$ cat config.mk
export PLATFORM = sky130hd
export DESIGN_NAME = simd_lane_exec
export DESIGN_NICKNAME = d
export VERILOG_FILES = /design/src/rtl/simd_pkg.sv /design/src/rtl/simd_lane_mask.sv /design/src/rtl/simd_lane_alu.sv /design/src/rtl/simd_lane_exec.sv
export SDC_FILE = /design/constraint.sdc
export NUM_CORES = 2
export LEC_CHECK = 0
export ABC_AREA = 1
export BUFFER_PORTS_ARGS = -buffer_cell sky130_fd_sc_hd__buf_2
export CAP_MARGIN = 20
export CELL_PAD_IN_SITES_DETAIL_PLACEMENT = 2
export CELL_PAD_IN_SITES_GLOBAL_PLACEMENT = 2
export CORE_MARGIN = 4
export CORE_UTILIZATION = 30
export CTS_BUF_LIST = sky130_fd_sc_hd__clkbuf_8
export CTS_CLUSTER_SIZE = 30
export DETAILED_ROUTE_END_ITERATION = 7
export PLACE_DENSITY_LB_ADDON = 0.1
export SETUP_SLACK_MARGIN = 0.3
export SLEW_MARGIN = 20
export SYNTH_ARGS = -nofsm -noshare
export SYNTH_HDL_FRONTEND = slang
export SYNTH_SLANG_ARGS = --single-unit
export TNS_END_PERCENT = 1
$ cat constraint.sdc
create_clock -name clk_i -period 0.8 [get_ports clk_i]
set_clock_uncertainty 0.15 [all_clocks]
set_input_delay 0.04 -clock clk_i [delete_from_list [all_inputs] [get_ports clk_i]]
set_output_delay 0.04 -clock clk_i [all_outputs]
set_load 0.03 [all_outputs]
$ cat src/rtl/simd_pkg.sv
package simd_pkg;
  localparam int unsigned LANES  = 8;
  localparam int unsigned LANE_W = 16;
  localparam int unsigned OP_W   = 3;

  typedef enum logic [OP_W-1:0] {
    OP_ADD = 3'd0,
    OP_SUB = 3'd1,
    OP_MIN = 3'd2,
    OP_MAX = 3'd3,
    OP_DIV = 3'd4
  } simd_op_e;
endpackage

$ cat src/rtl/simd_lane_mask.sv
module simd_lane_mask #(
  parameter int unsigned LANES = 8,
  localparam int unsigned CNT_W = $clog2(LANES + 1)
) (
  input  logic [CNT_W-1:0] cnt_i,
  output logic [LANES-1:0] mask_o
);
  // thermometer: lane i active when count exceeds i; oversized counts saturate
  for (genvar i = 0; i < LANES; i++) begin : g_bit
    assign mask_o[i] = (cnt_i > CNT_W'(i));
  end
endmodule

$ cat src/rtl/simd_lane_alu.sv
module simd_lane_alu
  import simd_pkg::*;
#(
  parameter int unsigned W = 16
) (
  input  logic [OP_W-1:0] op_i,
  input  logic [W-1:0]    a_i,
  input  logic [W-1:0]    b_i,
  input  logic [W-1:0]    old_i,
  output logic [W-1:0]    res_o,
  output logic            dz_o
);
  logic b_zero;
  assign b_zero = (b_i == '0);

  always_comb begin
    dz_o  = 1'b0;
    res_o = old_i;
    unique case (op_i)
      OP_ADD: res_o = a_i + b_i;
      OP_SUB: res_o = a_i - b_i;
      OP_MIN: res_o = (a_i < b_i) ? a_i : b_i;
      OP_MAX: res_o = (a_i > b_i) ? a_i : b_i;
      OP_DIV: begin
        dz_o  = b_zero;
        res_o = b_zero ? '1 : (a_i / b_i);
      end
      default: res_o = old_i;
    endcase
  end
endmodule

$ cat src/rtl/simd_lane_exec.sv
module simd_lane_exec
  import simd_pkg::*;
#(
  parameter int unsigned N_LANES = LANES,
  parameter int unsigned LW      = LANE_W,
  localparam int unsigned VW     = N_LANES * LW,
  localparam int unsigned BPL    = LW / 8,
  localparam int unsigned CNT_W  = $clog2(N_LANES + 1)
) (
  input  logic                   clk_i,
  input  logic                   rst_ni,
  input  logic                   valid_i,
  input  logic [OP_W-1:0]        op_i,
  input  logic [VW-1:0]          src_a_i,
  input  logic [VW-1:0]          src_b_i,
  input  logic [VW-1:0]          dst_old_i,
  input  logic [CNT_W-1:0]       lane_cnt_i,
  output logic                   valid_o,
  output logic [VW-1:0]          dst_o,
  output logic [N_LANES-1:0]     elem_we_o,
  output logic [N_LANES*BPL-1:0] byte_we_o,
  output logic [N_LANES-1:0]     dz_lane_o,
  output logic                   exc_o
);
  logic [N_LANES-1:0] mask;
  logic [N_LANES-1:0] lane_dz;
  logic [VW-1:0]      lane_res;
  logic [VW-1:0]      dst_nxt;

  simd_lane_mask #(.LANES(N_LANES)) u_mask (
    .cnt_i  (lane_cnt_i),
    .mask_o (mask)
  );

  for (genvar i = 0; i < N_LANES; i++) begin : g_lane
    simd_lane_alu #(.W(LW)) u_alu (
      .op_i  (op_i),
      .a_i   (src_a_i[i*LW +: LW]),
      .b_i   (src_b_i[i*LW +: LW]),
      .old_i (dst_old_i[i*LW +: LW]),
      .res_o (lane_res[i*LW +: LW]),
      .dz_o  (lane_dz[i])
    );
    assign dst_nxt[i*LW +: LW] = mask[i] ? lane_res[i*LW +: LW] : dst_old_i[i*LW +: LW];
    assign byte_we_o[i*BPL +: BPL] = {BPL{elem_we_o[i]}};
  end

  always_ff @(posedge clk_i or negedge rst_ni) begin
    if (!rst_ni) begin
      valid_o   <= 1'b0;
      dst_o     <= '0;
      elem_we_o <= '0;
      dz_lane_o <= '0;
      exc_o     <= 1'b0;
    end else begin
      valid_o <= valid_i;
      if (valid_i) begin
        dst_o     <= dst_nxt;
        elem_we_o <= mask;
        dz_lane_o <= mask & lane_dz;
        exc_o     <= |(mask & lane_dz);
      end else begin
        elem_we_o <= '0;
        dz_lane_o <= '0;
        exc_o     <= 1'b0;
      end
    end
  end

  a_r2_latency: assert property (@(posedge clk_i) disable iff (!rst_ni)
    valid_o == $past(valid_i));

  a_r3_count: assert property (@(posedge clk_i) disable iff (!rst_ni)
    valid_o |-> $countones(elem_we_o) ==
      (($past(lane_cnt_i) > CNT_W'(N_LANES)) ? int'(N_LANES) : int'($past(lane_cnt_i))));

  a_r3_thermo: assert property (@(posedge clk_i) disable iff (!rst_ni)
    ((elem_we_o + 1'b1) & elem_we_o) == '0);

  a_r7_dz_gated: assert property (@(posedge clk_i) disable iff (!rst_ni)
    (dz_lane_o & ~elem_we_o) == '0);

  a_r7_exc_valid: assert property (@(posedge clk_i) disable iff (!rst_ni)
    exc_o |-> valid_o && $past(op_i) == OP_DIV);

  a_r8_idle_quiet: assert property (@(posedge clk_i) disable iff (!rst_ni)
    !valid_o |-> (elem_we_o == '0) && !exc_o);

  for (genvar i = 0; i < N_LANES; i++) begin : g_keep_chk
    a_r6_keep: assert property (@(posedge clk_i) disable iff (!rst_ni)
      (valid_o && !elem_we_o[i]) |-> dst_o[i*LW +: LW] == $past(dst_old_i[i*LW +: LW]));
  end
endmodule

==> results of run 1 <==
==> logic make-up after synthesis <==
family          after synthesis  synth area share
flops                       146            0.0464
compound gates             2930             0.220
mux                          16           0.00203
simple gates               6143             0.351
buf+inv                    2260             0.112
fa+ha+maj                  1353             0.216
xor+xnor                    469            0.0521
==> metrics by stage <==
stage          worst slack (ns)   TNS, ns  hold slack, ns  instance area [µm²]  instances
2_1_floorplan            -21.63  -1319.37          -0.406                79900      13300
3_3_place_gp             -25.05  -1518.84         -0.0726               124000      22100
==> run summary, run 1 <==
detailed-placement wirelength estimate: 506 mm
DIE HEIGHT: 520 µm
tool error: [ERROR DPL-0033] detailed placement checks failed during check placement.
mapped cell area: 78,800 µm²
synthesized net count: 15.1k
leading area contributor after synthesis: ha_1
# IOs: 556
Avg Cell Area, Syn: 5.92 µm²
number of flops mapped to enable cells by yosys: 0
Synth Flop Type: dfrtp_1
gp weighted congestion: 0.994
row cnt: 187
stopping stage: 3_5_place_dp
initial core utilization: 0.303
top cell type's share of synthesized area: 0.212
Distinct cells, synth: 92
asr flop ratio synth: 1.00
Die W: 520 µm
sequential share of the synthesized area: 0.0464
IO Port Bufs: 555
outcome: aborted with a tool error
Synth top cells by count: nand2_1 (3,343), inv_1 (1,774), ha_1 (1,337)
synth top area cells: ha_1 (21%), nand2_1 (16%), inv_1 (8.5%)
flops & latches, synth: 146
yosys warns: 0
count leader, synth: nand2_1
Mapped Cells: 13.3k
==> run 2: changes to the inputs <==
--- a/config.mk
+++ b/config.mk
@@ -8,15 +8,10 @@
 export ABC_AREA = 1
 export BUFFER_PORTS_ARGS = -buffer_cell sky130_fd_sc_hd__buf_2
 export CAP_MARGIN = 20
-export CELL_PAD_IN_SITES_DETAIL_PLACEMENT = 2
-export CELL_PAD_IN_SITES_GLOBAL_PLACEMENT = 2
 export CORE_MARGIN = 4
-export CORE_UTILIZATION = 30
-export CTS_BUF_LIST = sky130_fd_sc_hd__clkbuf_8
-export CTS_CLUSTER_SIZE = 30
+export CORE_UTILIZATION = 20
 export DETAILED_ROUTE_END_ITERATION = 7
-export PLACE_DENSITY_LB_ADDON = 0.1
-export SETUP_SLACK_MARGIN = 0.3
+export PLACE_DENSITY_LB_ADDON = 0.15
 export SLEW_MARGIN = 20
 export SYNTH_ARGS = -nofsm -noshare
 export SYNTH_HDL_FRONTEND = slang
==> constraint.sdc (replaced) <==
create_clock -name clk_i -period 1.04 [get_ports clk_i]
set_clock_uncertainty 0.15 [all_clocks]
set_input_delay 0.052 -clock clk_i [delete_from_list [all_inputs] [get_ports clk_i]]
set_output_delay 0.052 -clock clk_i [all_outputs]
set_load 0.03 [all_outputs]
==> run 2 against run 1 <==
Effect of this change: the flow now finishes, with violations (hold timing, setup timing); synthesized area stayed put; synthesized cell count stayed put.
==> run summary, run 2 <==
outcome: finished, violations left
failing checks: hold timing, setup timing
DR iter-0 viols: 5,710
clock sinks: 146
Max Clk Rate: 43.1 MHz
Final Critical Period: 23.18 ns
flops & latches, synth: 146 (unchanged)
leading area contributor after synthesis: ha_1
yosys warns: 0 (unchanged)
synth top area cells: ha_1 (21%), nand2_1 (16%), inv_1 (8.5%)
Synth Area in Compound Gates: 0.220 (unchanged)
row cnt: 230 (+23%)
Leakage: 73.6 nW
most used cell, CP: nand2_2
worst hold path class: in -> async
Worst Tran Pin Value: 0.728 ns
largest net degree at the start of global routing: 43
number of flops mapped to enable cells by yosys: 0 (unchanged)
Synth Area in Simple Gates: 0.351 (unchanged)
RSZ-0062 raised after global routing: yes
slowest cell on the critical path: nor4_4
final worst setup slack: -22.14 ns
first-pass GRT wire length: 648 mm
sequential share of the synthesized area: 0.0464 (unchanged)
CP Data Required Time: 1.33 ns
H-tree levels: 4
Setup-failing EPs final: 302
First-pass DRT Iterations: 6
synthesized net count: 15.1k (unchanged)
period utilisation layout: 22.3
Setup Total Neg Slack: -1375.03 ns
largest family of logic cells by synthesized area: simple AND/OR/NAND/NOR gates
hold_ws: -0.172 ns
critical-path maximum fanout: 7
Core Region: 393,000 µm²
top cell type's share of synthesized area: 0.212 (unchanged)
Slew HR: 0.515
count leader, synth: nand2_1
die footprint: 404,000 µm²
Mapped Cells: 13.3k (unchanged)
gr ovfl total: 0
final std cells w/o fill: 24.3k
share of layout cells above drive strength 1: 0.434
Worst path max stage delay: 0.33 ns
pwr dens: 734 nW/µm²
asr flop ratio synth: 1.00 (unchanged)
Arrival @ worst endpoint: 23.47 ns
Power Total: 102 mW
DR vias: 109k
Area Growth Syn to Fin: 76.9%
initial core utilization: 0.201 (-0.102)
Largest Register: dst_o
commonest non-fill, non-tap cell in the layout: buf_4
mapped cell area: 78,800 µm² (unchanged)
mux contribution to synthesized area: 0.00203 (unchanged)
detailed-placement wirelength estimate: 374 mm (-26%)
Max Cap Viol: 0
ANT nets after route: 0
most frequent cells in the layout: buf_4 (5,208), nand2_1 (2,917), inv_1 (1,631)
fraction of the mapped netlist area in adder cells: 0.216 (unchanged)
Avg Cell Area, Syn: 5.92 µm² (unchanged)
gp weighted congestion: 0.930 (-6.4%)
CP endpoint kind: flip-flop
CTS tree: yes
max FFs per register: 128
fin nets: 20.8k
Design Area, Final: 139,000 µm²
Post-Route WL: 444 mm
clock-pin slew on the worst setup and hold paths: 0.07 ns
# IOs: 556 (unchanged)
Final Max Slew Viols: 0
Synth Flop Type: dfrtp_1
gr usage total: 0.208
clock insertion delay at the later pin of the skew report: 0.55 ns
Synth Area in XOR/XNOR: 0.0521 (unchanged)
vias in the first global route: 104k
CP startpoint kind: input port
Inserted Clock Buffers: 25
initial antenna violation count: 69
IO Port Bufs: 555 (unchanged)
Die W: 636 µm (+22%)
Distinct cells, synth: 92 (unchanged)
Root Buffer: clkbuf_16
Setup CP Type: in -> reg
Max clock buf depth: 3
Synth top cells by count: nand2_1 (3,343), inv_1 (1,774), ha_1 (1,337)
DIE HEIGHT: 636 µm (+22%)
routed len/inst: 18.3 µm
DR vias/cell: 4.47
largest registers: dst_o x128, dz_lane_o x8, elem_we_o x8
Cell Area, Placed: 126,000 µm²
Max VDD drop: 0.880 mV
# placed instances: 23.8k
# DRC: 0
final hold vios: 42
==> run 2: power by group <==
group / total (mW) / leakage [nW] / switching, mW / internal, mW
logic: 87.6 / 71.4 / 45.2 / 42.4
clock network: 7.88 / 0.333 / 3.36 / 4.52
registers: 6.86 / 1.80 / 0.462 / 6.40
total: 102 / 73.6 / 49.0 / 53.3
==> run 2: cells by family after synthesis <==
kind of cell | after synthesis
compound gates | 2930
xor+xnor | 469
fa+ha+maj | 1353
buf+inv | 2260
flops | 146
mux | 16
simple gates | 6143
==> run 2: worst paths after layout <==
kind | from | end | slack (ns) | cells past startpoint
worst min-delay path | rst_ni | dst_o[117] | -0.17 | 2
min in group clk_i | lane_cnt_i[3] | dz_lane_o[7] | -0.12 | 4
worst max-delay path | src_b_i[14] | dst_o[0] | -22.14 | 206
worst min register to register | dst_o[75] | dst_o[75] | 0.32 | 2
worst max register to register | dst_o[98] | dst_o[98] | 0.10 | 2
max in group asynchronous | rst_ni | dst_o[85] | 0.23 | 3
==> run 2: layer usage <==
metal / share of wire / vias up / GRT usage
li1: - / 56400 / -
met1: 0.47 / 50100 / 0.279
met2: 0.47 / 1669 / 0.357
met3: 0.029 / 401 / 0.0123
met4: 0.032 / 6 / 0.0603
met5: 0.000070 / - / 0
==> run 2: area by class of cell <==
| class | instances | area (µm²) |
|---|---|---|
| antenna | 38 | 95.1 |
| clock buffer | 30 | 674 |
| clock inverter | 2 | 15.0 |
| fill | 43100 | 253000 |
| inverter | 1870 | 7220 |
| multi-input combinational | 10900 | 74900 |
| sequential | 146 | 3650 |
| tap | 5220 | 6530 |
| timing repair buffer | 6092 | 46200 |
| timing repair inverter | 2 | 12.5 |
==> run 2: repair_timing <==
action | in CTS | in global routing
cloned | 1 | 6
gates resized for setup | 621 | 1448
hold buffers | 132 | 2
pin swaps | 208 | 814
setup endpoints to repair | 300 | 301
hold endpoints to repair | 283 | 31
buffers inserted | 96 | 207
==> run 2: critical path, delay by kind of cell <==
family,cells,cell delay (ns)
and+or+nand+nor,124,10.75
AOI/OAI and AO/OA,43,6.26
xor gates and xnor gates,1,0.17
adders and majority gates,15,3.97
buffers and inverters,23,2.17
==> run 2: stage by stage <==
step,utilization,setup slack [ns]
2_1_floorplan,-,-21.41
3_3_place_gp,0.321,-24.28
3_5_place_dp,0.321,-24.32
4_1_cts,0.334,-22.82
5_1_grt,0.355,-24.12
6_report,0.355,-22.14
Power figures use the tool's default switching activity.
